<file path="src/rtl/bus_tgt_pkg.sv">
package bus_tgt_pkg;
  localparam int BUS_W = 32;
  localparam int LANES = BUS_W / 8;

  typedef enum logic [1:0] {
    ST_IDLE = 2'd0,
    ST_WAIT = 2'd1,
    ST_DATA = 2'd2,
    ST_SKIP = 2'd3
  } tgt_state_e;

  // Claimed codes: 0010, 0011, 0110, 0111 (bit3 clear, bit1 set)
  function automatic logic cmd_claimed(input logic [3:0] c);
    return (!c[3]) && c[1];
  endfunction

  function automatic logic cmd_is_write(input logic [3:0] c);
    return c[0];
  endfunction

  function automatic logic cmd_is_mem(input logic [3:0] c);
    return c[2];
  endfunction

  // Merge new lanes into old word under active-low lane enables
  function automatic logic [BUS_W-1:0] merge_lanes(input logic [BUS_W-1:0] old_w,
                                                   input logic [BUS_W-1:0] new_w,
                                                   input logic [LANES-1:0] en_n);
    logic [BUS_W-1:0] r;
    r = old_w;
    for (int k = 0; k < LANES; k++) begin
      if (!en_n[k]) r[8*k +: 8] = new_w[8*k +: 8];
    end
    return r;
  endfunction
endpackage

</file>
<file path="src/rtl/bus_tgt_seq.sv">
module bus_tgt_seq
  import bus_tgt_pkg::*;
#(
  parameter int WAIT_W = 4
) (
  input  logic              clk,
  input  logic              rst_n,
  input  logic              frame_n,
  input  logic              irdy_n,
  input  logic [3:0]        cbe_n,
  input  logic [WAIT_W-1:0] wait_cfg,
  output tgt_state_e        state,
  output logic              trdy_n,
  output logic              addr_phase,
  output logic              xfer_done,
  output logic              last_xfer
);
  logic              frame_q;
  logic [WAIT_W-1:0] wait_cnt;

  assign addr_phase = (state == ST_IDLE) && !frame_n && frame_q;
  assign xfer_done  = (state == ST_DATA) && !irdy_n && !trdy_n;
  assign last_xfer  = xfer_done && frame_n;

  always_ff @(posedge clk or negedge rst_n) begin
    if (!rst_n) frame_q <= 1'b1;
    else        frame_q <= frame_n;
  end

  always_ff @(posedge clk or negedge rst_n) begin
    if (!rst_n) begin
      state    <= ST_IDLE;
      trdy_n   <= 1'b1;
      wait_cnt <= '0;
    end else begin
      unique case (state)
        ST_IDLE: begin
          if (addr_phase) begin
            state    <= cmd_claimed(cbe_n) ? ST_WAIT : ST_SKIP;
            wait_cnt <= wait_cfg;
          end
        end
        ST_WAIT: begin
          if (wait_cnt == '0) begin
            state  <= ST_DATA;
            trdy_n <= 1'b0;
          end else begin
            wait_cnt <= wait_cnt - 1'b1;
          end
        end
        ST_DATA: begin
          if (last_xfer) begin
            state  <= ST_IDLE;
            trdy_n <= 1'b1;
          end
        end
        ST_SKIP: begin
          if (frame_n && irdy_n) state <= ST_IDLE;
        end
        default: state <= ST_IDLE;
      endcase
    end
  end
endmodule

</file>
<file path="src/rtl/bus_tgt_decode.sv">
module bus_tgt_decode
  import bus_tgt_pkg::*;
#(
  parameter int IDX_W = 3
) (
  input  logic             clk,
  input  logic             rst_n,
  input  logic             addr_phase,
  input  logic             xfer_done,
  input  logic [3:0]       cbe_n,
  input  logic [IDX_W-1:0] addr_idx,
  output logic             is_wr,
  output logic             is_mem,
  output logic [IDX_W-1:0] cur_idx
);
  function automatic logic [IDX_W-1:0] step_idx(input logic [IDX_W-1:0] i,
                                                input logic mem);
    return mem ? IDX_W'(i + 1'b1) : i;
  endfunction

  always_ff @(posedge clk or negedge rst_n) begin
    if (!rst_n) begin
      is_wr   <= 1'b0;
      is_mem  <= 1'b0;
      cur_idx <= '0;
    end else if (addr_phase) begin
      is_wr   <= cmd_is_write(cbe_n);
      is_mem  <= cmd_is_mem(cbe_n);
      cur_idx <= addr_idx;
    end else if (xfer_done) begin
      cur_idx <= step_idx(cur_idx, is_mem);
    end
  end
endmodule

</file>
<file path="src/rtl/bus_tgt_regbank.sv">
module bus_tgt_regbank
  import bus_tgt_pkg::*;
#(
  parameter int IDX_W = 3
) (
  input  logic             clk,
  input  logic             rst_n,
  input  logic             wr_en,
  input  logic [IDX_W-1:0] idx,
  input  logic [LANES-1:0] be_n,
  input  logic [BUS_W-1:0] wr_data,
  output logic [BUS_W-1:0] rd_data
);
  localparam int DEPTH = 1 << IDX_W;

  logic [BUS_W-1:0] words [DEPTH];

  for (genvar g = 0; g < DEPTH; g++) begin : g_word
    always_ff @(posedge clk or negedge rst_n) begin
      if (!rst_n)
        words[g] <= '0;
      else if (wr_en && (idx == IDX_W'(g)))
        words[g] <= merge_lanes(words[g], wr_data, be_n);
    end
  end

  assign rd_data = words[idx];
endmodule

</file>
<file path="src/rtl/bus_tgt_ctrl.sv">
module bus_tgt_ctrl
  import bus_tgt_pkg::*;
#(
  parameter int IDX_W  = 3,
  parameter int WAIT_W = 4
) (
  input  logic              clk,
  input  logic              rst_n,
  input  logic              frame_n,
  input  logic              irdy_n,
  input  logic [3:0]        cbe_n,
  input  logic [31:0]       ad_in,
  input  logic [WAIT_W-1:0] wait_cfg,
  output logic [31:0]       ad_out,
  output logic              ad_oe,
  output logic              trdy_n,
  output logic              trdy_oe
);
  tgt_state_e       state;
  logic             addr_phase;
  logic             xfer_done;
  logic             last_xfer;
  logic             is_wr;
  logic             is_mem;
  logic [IDX_W-1:0] cur_idx;

  bus_tgt_seq #(.WAIT_W(WAIT_W)) seq_i (
    .clk        (clk),
    .rst_n      (rst_n),
    .frame_n    (frame_n),
    .irdy_n     (irdy_n),
    .cbe_n      (cbe_n),
    .wait_cfg   (wait_cfg),
    .state      (state),
    .trdy_n     (trdy_n),
    .addr_phase (addr_phase),
    .xfer_done  (xfer_done),
    .last_xfer  (last_xfer)
  );

  bus_tgt_decode #(.IDX_W(IDX_W)) dec_i (
    .clk        (clk),
    .rst_n      (rst_n),
    .addr_phase (addr_phase),
    .xfer_done  (xfer_done),
    .cbe_n      (cbe_n),
    .addr_idx   (ad_in[IDX_W+1:2]),
    .is_wr      (is_wr),
    .is_mem     (is_mem),
    .cur_idx    (cur_idx)
  );

  bus_tgt_regbank #(.IDX_W(IDX_W)) bank_i (
    .clk     (clk),
    .rst_n   (rst_n),
    .wr_en   (xfer_done && is_wr),
    .idx     (cur_idx),
    .be_n    (cbe_n),
    .wr_data (ad_in),
    .rd_data (ad_out)
  );

  assign trdy_oe = (state == ST_WAIT) || (state == ST_DATA);
  assign ad_oe   = trdy_oe && !is_wr;
endmodule

</file>
<file path="config.mk">
export PLATFORM = sky130hd
export DESIGN_NAME = bus_tgt_ctrl
export DESIGN_NICKNAME = d
export VERILOG_FILES = /design/src/rtl/bus_tgt_pkg.sv /design/src/rtl/bus_tgt_seq.sv /design/src/rtl/bus_tgt_decode.sv /design/src/rtl/bus_tgt_regbank.sv /design/src/rtl/bus_tgt_ctrl.sv
export SDC_FILE = /design/constraint.sdc
export NUM_CORES = 1
export LEC_CHECK = 0
export ABC_AREA = 1
export BUFFER_PORTS_ARGS = -buffer_cell sky130_fd_sc_hd__buf_2
export CORE_UTILIZATION = 50
export CTS_BUF_LIST = sky130_fd_sc_hd__clkbuf_4 sky130_fd_sc_hd__clkbuf_8
export DETAILED_ROUTE_END_ITERATION = 8
export PLACE_DENSITY = 0.68
export SETUP_SLACK_MARGIN = 0.15
export SYNTH_ARGS = -nofsm -noshare
export SYNTH_HDL_FRONTEND = slang
export SYNTH_SLANG_ARGS = --single-unit
</file>
<file path="constraint.sdc">
create_clock -name clk -period 2.3 [get_ports clk]
set_input_delay 0.23 -clock clk [delete_from_list [all_inputs] [get_ports clk]]
set_output_delay 0.23 -clock clk [all_outputs]
set_load 0.01 [all_outputs]
</file>
# Yosys cells after proc, flatten, opt, wreduce, memory -nomap -nowiden
# Cells that the tools add are included.
# W data, S select, Z words.
[word_totals] register_bits=269 latchBits=0 ram_bits=0 rom_bits=0 in_bits=44 output_inout_bits=35 elab_cells=146 mem_count=0
[op_classes] add_sub_neg=2 mul=0 div_mod_pow=0 n_lt_le_gt_ge=1 n_eq_ne=15 n_shift=0 n_mux=18 n_bitwise=5 reduce_logical=66
[ops] cell="$bmux W32 S3" n=1
[ops] cell="$reduce_and A2 Y1" n=33
[ops] cell="$mux W32" n=2
[ops] cell="$logic_and A1 B1 Y1" n=17
[ops] cell="$eq A3 B3 Y1 const B" n=4
[ops] cell="$mux W2" n=5
[ops] cell="$mux W3" n=3
[ops] cell="$mux W4" n=2
[ops] cell="$pmux W2 S4" n=1
[ops] cell="$pmux W4 S2" n=1
[ops] cell="$reduce_bool A2 Y1" n=4
[ops] cell="$eq A3 B2 Y1 const B" n=2
[ops] cell="$ne A2 B2 Y1 const B" n=3
[ops] cell="$reduce_and A3 Y1" n=2
[ops] cell="$logic_not A1 Y1" n=5
[ops] cell="$eq A2 B2 Y1 const B" n=2
[ops] cell="$ge A4 B4 Y1 const B" n=1
[ops] cell="$logic_not A4 Y1" n=1
[ops] cell="$ne A2 B1 Y1 const B" n=2
[ops] cell="$not A1 Y1" n=4
[ops] cell="$not A3 Y4" n=1
[ops] cell="$reduce_and A4 Y1" n=1
[ops] cell="$sub A4 B1 Y4 const B" n=1
[ops] cell="$add A3 B1 Y3 const B" n=1
[ops] cell="other kinds (7)" n=8

# Logic depth before layout (Yosys ltp)
# Gate-level depths: netlist (run 1).
[depth] word_depth=6 ltp_mapped=10

# Cells and area by module
# Synthesis (run 1) repeated with hierarchy kept, for this count alone.
[hier_totals] cells_unflattened=1724 hier_area_um2=12811.0
[modules_own_cells] module="bus_tgt_regbank" instances=1 cells_each=1608 area_each_um2=12014.0 seq_area_each_um2=6406.1
[modules_own_cells] module="bus_tgt_seq" instances=1 cells_each=69 area_each_um2=493.0 seq_area_each_um2=202.7
[modules_own_cells] module="bus_tgt_decode" instances=1 cells_each=38 area_each_um2=265.3 seq_area_each_um2=125.1
[modules_own_cells] module="bus_tgt_ctrl" instances=1 cells_each=9 area_each_um2=38.8 seq_area_each_um2=0.0

# Worst setup path after synthesis (run 1)
# No wires, ideal clock.
[synth_path] path_type="reg2reg" startpoint="reg dec_i.cur_idx[0]" endpoint="reg bank_i.words[230] (netlist bit)" setup_ns=0.124 arrival_time_ns=1.948 setup_slack_ns=0.228 path_stages_with_launch=11 synth_period_minus_slack_ns=2.072 path_cell_list="dfrtp_1 inv_2 buf_2 clkbuf_1 ha_1 inv_1 nor2_2 nand3_4 buf_6 nand2_1 o21ai_2"
[synth_between] elab_chain_len=3
[synth_lines] item="start: declaration" line="bus_tgt_decode.sv:14" rtl="output logic [IDX_W-1:0] cur_idx"
[synth_lines] item="start signal: assignment" line="bus_tgt_decode.sv:29" rtl="cur_idx <= addr_idx;"
[synth_lines] item="start signal: assignment" line="bus_tgt_decode.sv:31" rtl="cur_idx <= step_idx(cur_idx, is_mem);"
[synth_lines] item="$logic_not A3 Y1" line="bus_tgt_regbank.sv:22" rtl="else if (wr_en && (idx == IDX_W'(g)))"
[synth_lines] item="$logic_and A1 B1 Y1" line="bus_tgt_regbank.sv:22"
[synth_lines] item="$reduce_and A2 Y1 (no source line)"
[synth_lines] item="end signal: indexed assignment" line="bus_tgt_regbank.sv:23" rtl="words[g] <= merge_lanes(words[g], wr_data, be_n);"
[synth_lines] item="end: declaration" line="bus_tgt_regbank.sv:16" rtl="logic [BUS_W-1:0] words [DEPTH];"
# Every way passes these cells.
# A chain may end at the register's enable or synchronous reset.

# Worst setup path in the final report (run 1)
[layout_path] startpoint="reg dec_i.cur_idx[0]" endpoint="out ad_out[20]"
[layout_between] elab_chain_len=4
[layout_lines] item="$not A3 Y4 (implied by the code)" line="bus_tgt_regbank.sv:27" rtl="assign rd_data = words[idx];"
[layout_lines] item="$bmux W32 S3" line="bus_tgt_regbank.sv:27"
[layout_lines] item="$mux W32 (implied by the code) (2 in a row)" line="bus_tgt_regbank.sv:27"
[layout_lines] item="end: declaration" line="bus_tgt_ctrl.sv:14" rtl="output logic [31:0] ad_out,"
# Every way passes these cells. The select of a mux whose other input is x is not followed.

==> metrics, run 1 <==
status=complete, but fails checks; failing checks=setup timing; vias per cell=5.403; CTS root buf=clkbuf_8; sequential area share after synthesis=51.12%; IO Pins=79; slowest cell delay on critical path=0.51 ns; largest net degree at the start of global routing=67; max-cap violations=0; Pwr Total=20.26 mW; n_diodes=0; die width=164.3 µm; die area=27000 µm²; Fin. Hold Viols=0; Pint=12.40 mW; Clk pwr share=22.6%; gr ovfl total=0; Mean Syn Cell Area=8.621 µm²; critical path type=register to output port; layout cells sized above 1=21.60%; CTS clock-pin slew for the worst setup and hold paths=0.07 ns; VDD IR-drop max=0.7774 mV; Buffers & Inverters on Critical Path=3; Setup-failing EPs final=1; first-pass GRT wire length=54390 µm; Comb power frac=43.1%; synth unique cells=28; Nets=1687; most frequent cells in the layout=386 x nand2_1, 270 x o21ai_1, 264 x dfrtp_1; Placer Congestion=0.7725; worst slew pin tran=0.5799 ns; Slew HR=61.34%; Switch Pwr=7.857 mW; critical path arrival=2.07 ns; area of the mapped netlist=13170 µm²; Total Wirelength=34130 µm; Worst Setup End Kind=output port; Synth Warn #=0; Critical Path, Cell by Cell=buf_12 > buf_12 > nor2_1 > nor2_1 > o21ai_1 > o21ai_1 > nand2_1 > nand2_1 > buf_6; Top delay family on crit path=flip-flops; #FFs+latches synth=269; data required time of the worst path=2.07 ns; CP max stage cell=dfrtp_4; vias in the first global route=10310; Synth top area share=50.72%; Final WS setup=-0.003279 ns; GRT Util Overall=25.67%; Synth area leaders=dfrtp_1 51%, nand2_1 11%, o21ai_1 9.1%, o21ai_0 6.1%, nor2_1 5.6%; Util after Layout=60.00%; Critical Path Start Type=register; Post-DP HPWL=18730 µm; Hold Path Class=primary input to register; PwrDens=1299 nW/µm²; register share of total power=34.3%; Post-Syn Instances=1528; Crit Path Max Fanout=11; clock latency on the worst-skew pair=0.56 ns; vias after detailed routing=10820; clock sink total=269; core footprint=25980 µm²; switching share of power=38.79%; row cnt=59; DRC viols=0; antenna-violating nets left=0; Fmax=434.2 MHz; LEAKAGE=7.321 nW; Final period util=100.1%; CTS tree=built; chip height=164.3 µm; initial antenna violation count=0; RSZ-0062 raised after global routing=true; Worst Skew=0.02577 ns; Synth area leader=dfrtp_1; Max Buffers Root-to-Sink=3; CTS Buf Count=47; area added between synthesis and finish=18.36%; Pins Over Slew Limit=0; htree depth=2; port bufs=78; wire length per cell=17.05 µm; Initial DRC Count=818; Synth Net Count=1584; Tmin final=2.303 ns; most common cell after layout, fill and taps aside=nand2_1; Starting Density=50.69%; 1st-pass router iterations=5
## through the flow
step / TNS, ns / area, µm² / hold WS, ns / cells / setup slack [ns]
6_report: -0.003279 / 15590 / 0.04559 / 2002 / -0.003279
2_1_floorplan: 0 / 13170 / -0.06559 / 1528 / 0.2278
5_1_grt: -1.260 / 15590 / 0.06044 / 2002 / -0.09429
3_5_place_dp: 0 / 13650 / 0.2355 / 1881 / 0.2382
3_3_place_gp: 0 / 13650 / 0.2377 / 1881 / 0.3029
4_1_cts: 0 / 15060 / 0.02556 / 1982 / 0.004242
## synthesized netlist by cell type (all sizes together)
library cell	number
dfrtp	267
o21ai	463
a21oi	1
nand4	4
or2	2
inv	59
xor2	1
clkinv	1
clkbuf	35
nor2	202
nand3	40
nand3b	1
dfstp	2
nand2	388
ha	12
buf	50
## area by class of cell
type | count | area [µm²]
repair buffers | 138 | 1463
well taps | 335 | 419.2
inverters | 60 | 241.5
clock inverters | 9 | 45.04
fillers | 2251 | 10390
clock buffers | 76 | 958.4
flip-flops and latches | 269 | 6743
multi-input cells | 1114 | 5710
repair inverters | 1 | 11.26
## path summary, 6_finish.rpt
kind	startpoint	endpoint	slack, ns	depth (start not counted)
setup / recovery	dec_i.cur_idx[0]	ad_out[20]	-0.003	9
hold / removal	ad_in[25]	bank_i.words[185]	0.05	3
setup reg to reg	dec_i.cur_idx[0]	bank_i.words[49]	0.21	9
hold reg to reg	bank_i.words[54]	bank_i.words[54]	0.47	2
max in group asynchronous	rst_n	bank_i.words[46]	1.25	3
min in group asynchronous	rst_n	bank_i.words[187]	0.21	2
## state kept, by name, indices dropped and copies added, names as in the netlist
| name | flops |
|---|---|
| bank_i.words | 256 |
| seq_i.wait_cnt | 4 |
| dec_i.cur_idx | 3 |
| seq_i.state | 2 |
| dec_i.is_mem | 1 |
| dec_i.is_wr | 1 |
| seq_i.frame_q | 1 |
| seq_i.trdy_n | 1 |
## routing by layer
layer | vias up | track usage (%) | routed length [µm]
li1 | 5294 | - | -
met1 | 5129 | 35.39 | 15010
met2 | 339 | 41.68 | 16270
met3 | 54 | 3.889 | 2155
met4 | 0 | 7.955 | 697
met5 | - | 0 | 0
## logic make-up after synthesis
kind of cell / count (synthesis) / share of synthesized area [%]
flops: 269 / 51.12
fa+ha+maj: 12 / 1.140
buf+inv: 145 / 6.364
xor+xnor: 1 / 0.06650
simple gates: 637 / 21.86
compound gates: 464 / 19.45
## power groups by stage
stage	Combinational, mW	Sequential (mW)	Clock [mW]
6_report	8.73	6.95	4.57
3_5_place_dp	6.96	6.97	0
2_1_floorplan	5.10	6.71	0
3_3_place_gp	6.86	6.92	0
5_1_grt	9.80	7.12	4.86
4_1_cts	7.80	6.93	4.67
## timing repair
action | 4_1_cts | 5_1_grt
buffers inserted | 5 | 10
pin swaps | 5 | 13
gates resized for setup | 55 | 58
hold buffers | 5 | 0
hold endpoints to repair | 64 | 0
endpoints found under the setup margin | 32 | 133
gates cloned | 6 | 10
## worst register-to-register path: cells and delay by family (launching register included)
| family | cells | cell delay, ns |
|---|---|---|
| fa+ha+maj | 1 | 0.15 |
| compound gates | 1 | 0.06 |
| simple gates | 3 | 0.50 |
| flops | 1 | 0.51 |
| buf+inv | 4 | 0.73 |
Power figures use the tool's default switching activity.
==> inputs of run 2 (changes only) <==
--- a/config.mk
+++ b/config.mk
@@ -7,10 +7,13 @@
 export LEC_CHECK = 0
 export ABC_AREA = 1
 export BUFFER_PORTS_ARGS = -buffer_cell sky130_fd_sc_hd__buf_2
-export CORE_UTILIZATION = 50
+export CELL_PAD_IN_SITES_DETAIL_PLACEMENT = 1
+export CELL_PAD_IN_SITES_GLOBAL_PLACEMENT = 1
+export CORE_ASPECT_RATIO = 1.4
+export CORE_UTILIZATION = 48
 export CTS_BUF_LIST = sky130_fd_sc_hd__clkbuf_4 sky130_fd_sc_hd__clkbuf_8
 export DETAILED_ROUTE_END_ITERATION = 8
-export PLACE_DENSITY = 0.68
+export PLACE_DENSITY_LB_ADDON = 0.1
 export SETUP_SLACK_MARGIN = 0.15
 export SYNTH_ARGS = -nofsm -noshare
 export SYNTH_HDL_FRONTEND = slang
==> constraint.sdc (replaced) <==
create_clock -name clk -period 2.3 [get_ports clk]
set_input_delay 0.23 -clock clk [delete_from_list [all_inputs] [get_ports clk]]
set_output_delay 0.23 -clock clk [all_outputs]
set_load 0.1 [all_outputs]
==> metrics, run 2 (same netlist as run 1, synthesis figures left out) <==
status=complete, but fails checks; failing checks=setup timing; Final period util=110.9% (+11 points); chip height=198.0 µm (+21%); critical path arrival=2.32 ns (+0.25 ns); data required time of the worst path=2.07 ns (about the same); Initial DRC Count=676 (-17%); Nets=1701 (+0.83%); most common cell after layout, fill and taps aside=nand2_1; Worst Setup End Kind=output port; IO Pins=79 (unchanged); antenna-violating nets left=0 (unchanged); VDD IR-drop max=1.130 mV (+45%); slowest cell delay on critical path=0.52 ns (about the same); worst slew pin tran=0.6898 ns (+0.1100 ns); critical path type=register to output port; CTS clock-pin slew for the worst setup and hold paths=0.06 ns (about the same); Multi-input gate area=6011 µm² (+5.3%); initial antenna violation count=0 (unchanged); PwrDens=1625 nW/µm² (+25%); row cnt=71 (+20%); area added between synthesis and finish=24.87%; Worst Setup SP=dec_i.cur_idx[0]; core footprint=26920 µm² (+3.6%); GRT Util Overall=29.53% (+3.9 points); die area=28120 µm² (+4.2%); most frequent cells in the layout=346 x nand2_1, 277 x o21ai_1, 264 x dfrtp_1; CTS Buf Count=44 (-6.4%); Fmax=392.1 MHz (-9.7%); vias per cell=5.714 (+5.8%); max FFs per register=256 (unchanged); first-pass GRT wire length=64210 µm (+18%); Crit Path Max Fanout=19 (+8); CTS tree=built; gr ovfl total=0 (unchanged); LEAKAGE=7.464 nW (+1.9%); layout cells sized above 1=25.52% (+3.9 points); Worst Skew=0.02224 ns (-0.003536 ns); die width=142.0 µm (-14%); crit path capture=ad_out[26]; Fin. Hold Viols=0 (unchanged); Total Wirelength=44540 µm (+31%); Largest regs=bank_i.words: 256 flops, seq_i.wait_cnt: 4 flops, dec_i.cur_idx: 3 flops; max-cap violations=0 (unchanged); Starting Density=48.94% (-1.8 points); clock latency on the worst-skew pair=0.58 ns (+0.02 ns); RSZ-0062 raised after global routing=true; htree depth=2 (unchanged); Setup-failing EPs final=33 (+32); FF-to-FF path depth=8 (-1); Critical R2R Capture=bank_i.words[223]; clock sink total=269 (unchanged); Tmin final=2.550 ns (+0.2469 ns); Final WS setup=-0.2502 ns (-0.2469 ns); Post-DP HPWL=22050 µm (+18%); Reg with most FFs=bank_i.words; CP max stage cell=dfrtp_4; CTS root buf=clkbuf_8; Register Area=6743 µm² (unchanged); largest net degree at the start of global routing=62 (-7.5%); Hold Path Class=primary input to register; Util after Layout=61.11% (+1.1 points); Max Buffers Root-to-Sink=3 (unchanged); Slew HR=53.53% (-7.8 points); Placer Congestion=0.7639 (-1.1%); Critical Path Start Type=register; WHS=0.03165 ns (-0.01393 ns); 1st-pass router iterations=5 (unchanged); RR Startpoint=dec_i.cur_idx[1]; r2r setup slk=-0.02 ns (-0.23 ns); port bufs=78 (unchanged); Critical Path, Cell by Cell=buf_12 > buf_16 > nor2_1 > nor2_1 > o21ai_0 > o21ai_1 > nand2_1 > nand2_2 > buf_12; Pins Over Slew Limit=0 (unchanged); FILL cells=3053 (+36%); n_diodes=0 (unchanged); DRC viols=0 (unchanged); vias after detailed routing=11670 (+7.9%); vias in the first global route=11910 (+16%); wire length per cell=21.81 µm (+28%)
==> run 2: cell count changes in the layout (fill, tap and decap cells not counted), moves of 16 or more <==
cell and change:
nand2_2 +40, buf_12 +32, buf_2 -33, o21ai_2 +16
nand2_1 -40, o21ai_0 -23
==> run 2: cell type report <==
cell class                 count  area share [%]
sequential                   269           40.99
tap                          365           2.777
timing repair inverter         1         0.05325
timing repair buffer         148           12.49
inverter                      60           1.537
multi-input combinational   1121           36.54
clock buffer                  75           5.515
clock inverter                 3         0.09128
==> run 2: what timing repair did <==
action                                  4_1_cts  5_1_grt
cloned                                        7       16
setup buffers                                10       12
resized for setup                           100      100
hold endpoints to repair                     59        0
endpoints found under the setup margin       34      168
pin swaps                                     7       39
hold buffers                                  5        0
==> run 2: worst min path at each step <==
stage | from | endpoint | slack, ns | cells after the start
3_5_place_dp | rst_n | bank_i.words[125] | 0.22 | 1
3_3_place_gp | rst_n | bank_i.words[125] | 0.22 | 1
6_report | ad_in[29] | bank_i.words[221] | 0.03 | 3
5_1_grt | ad_in[29] | bank_i.words[221] | 0.04 | 3
4_1_cts | ad_in[30] | bank_i.words[254] | 0.005 | 3
2_1_floorplan | rst_n | bank_i.words[0] | -0.07 | 0
==> run 2: where the power goes <==
part	total (mW)	switching [mW]	leakage, nW	internal [mW]
combinational	15.2	9.74	3.28	5.48
sequential	7.07	0.946	3.69	6.12
clock	4.45	1.98	0.499	2.47
==> run 2: layer usage <==
metal  wire length (µm)  part of all wire, %  global-route usage, %
met1              18440                   41                  37.34
met2              21900                   49                  51.78
met3               2180                  4.9                  3.555
met4               2018                  4.5                  10.51
met5                  0                    0                      0
==> run 2: worst max-delay path, delay by kind of cell (launching register included) <==
family | cells | cell delay [ns]
buffers and inverters | 3 | 0.52
DFF | 1 | 0.52
AOI/OAI and AO/OA | 2 | 0.26
and+or+nand+nor | 4 | 0.41
==> run 2: through the flow <==
| step | setup TNS, ns | std cells | instance area (µm²) | total power [mW] | setup slack, ns |
|---|---|---|---|---|---|
| finish | -3.880 | 2042 | 16450 | 26.73 | -0.2502 |
| global placement | 0 | 1914 | 14260 | 19.26 | 0.2846 |
| CTS | -2.367 | 2014 | 15720 | 25.38 | -0.1196 |
| global route | -6.125 | 2042 | 16450 | 28.03 | -0.3240 |
| floorplan | 0 | 1528 | 13180 | 15.32 | 0.1939 |
| detailed placement | 0 | 1914 | 14260 | 19.58 | 0.1811 |
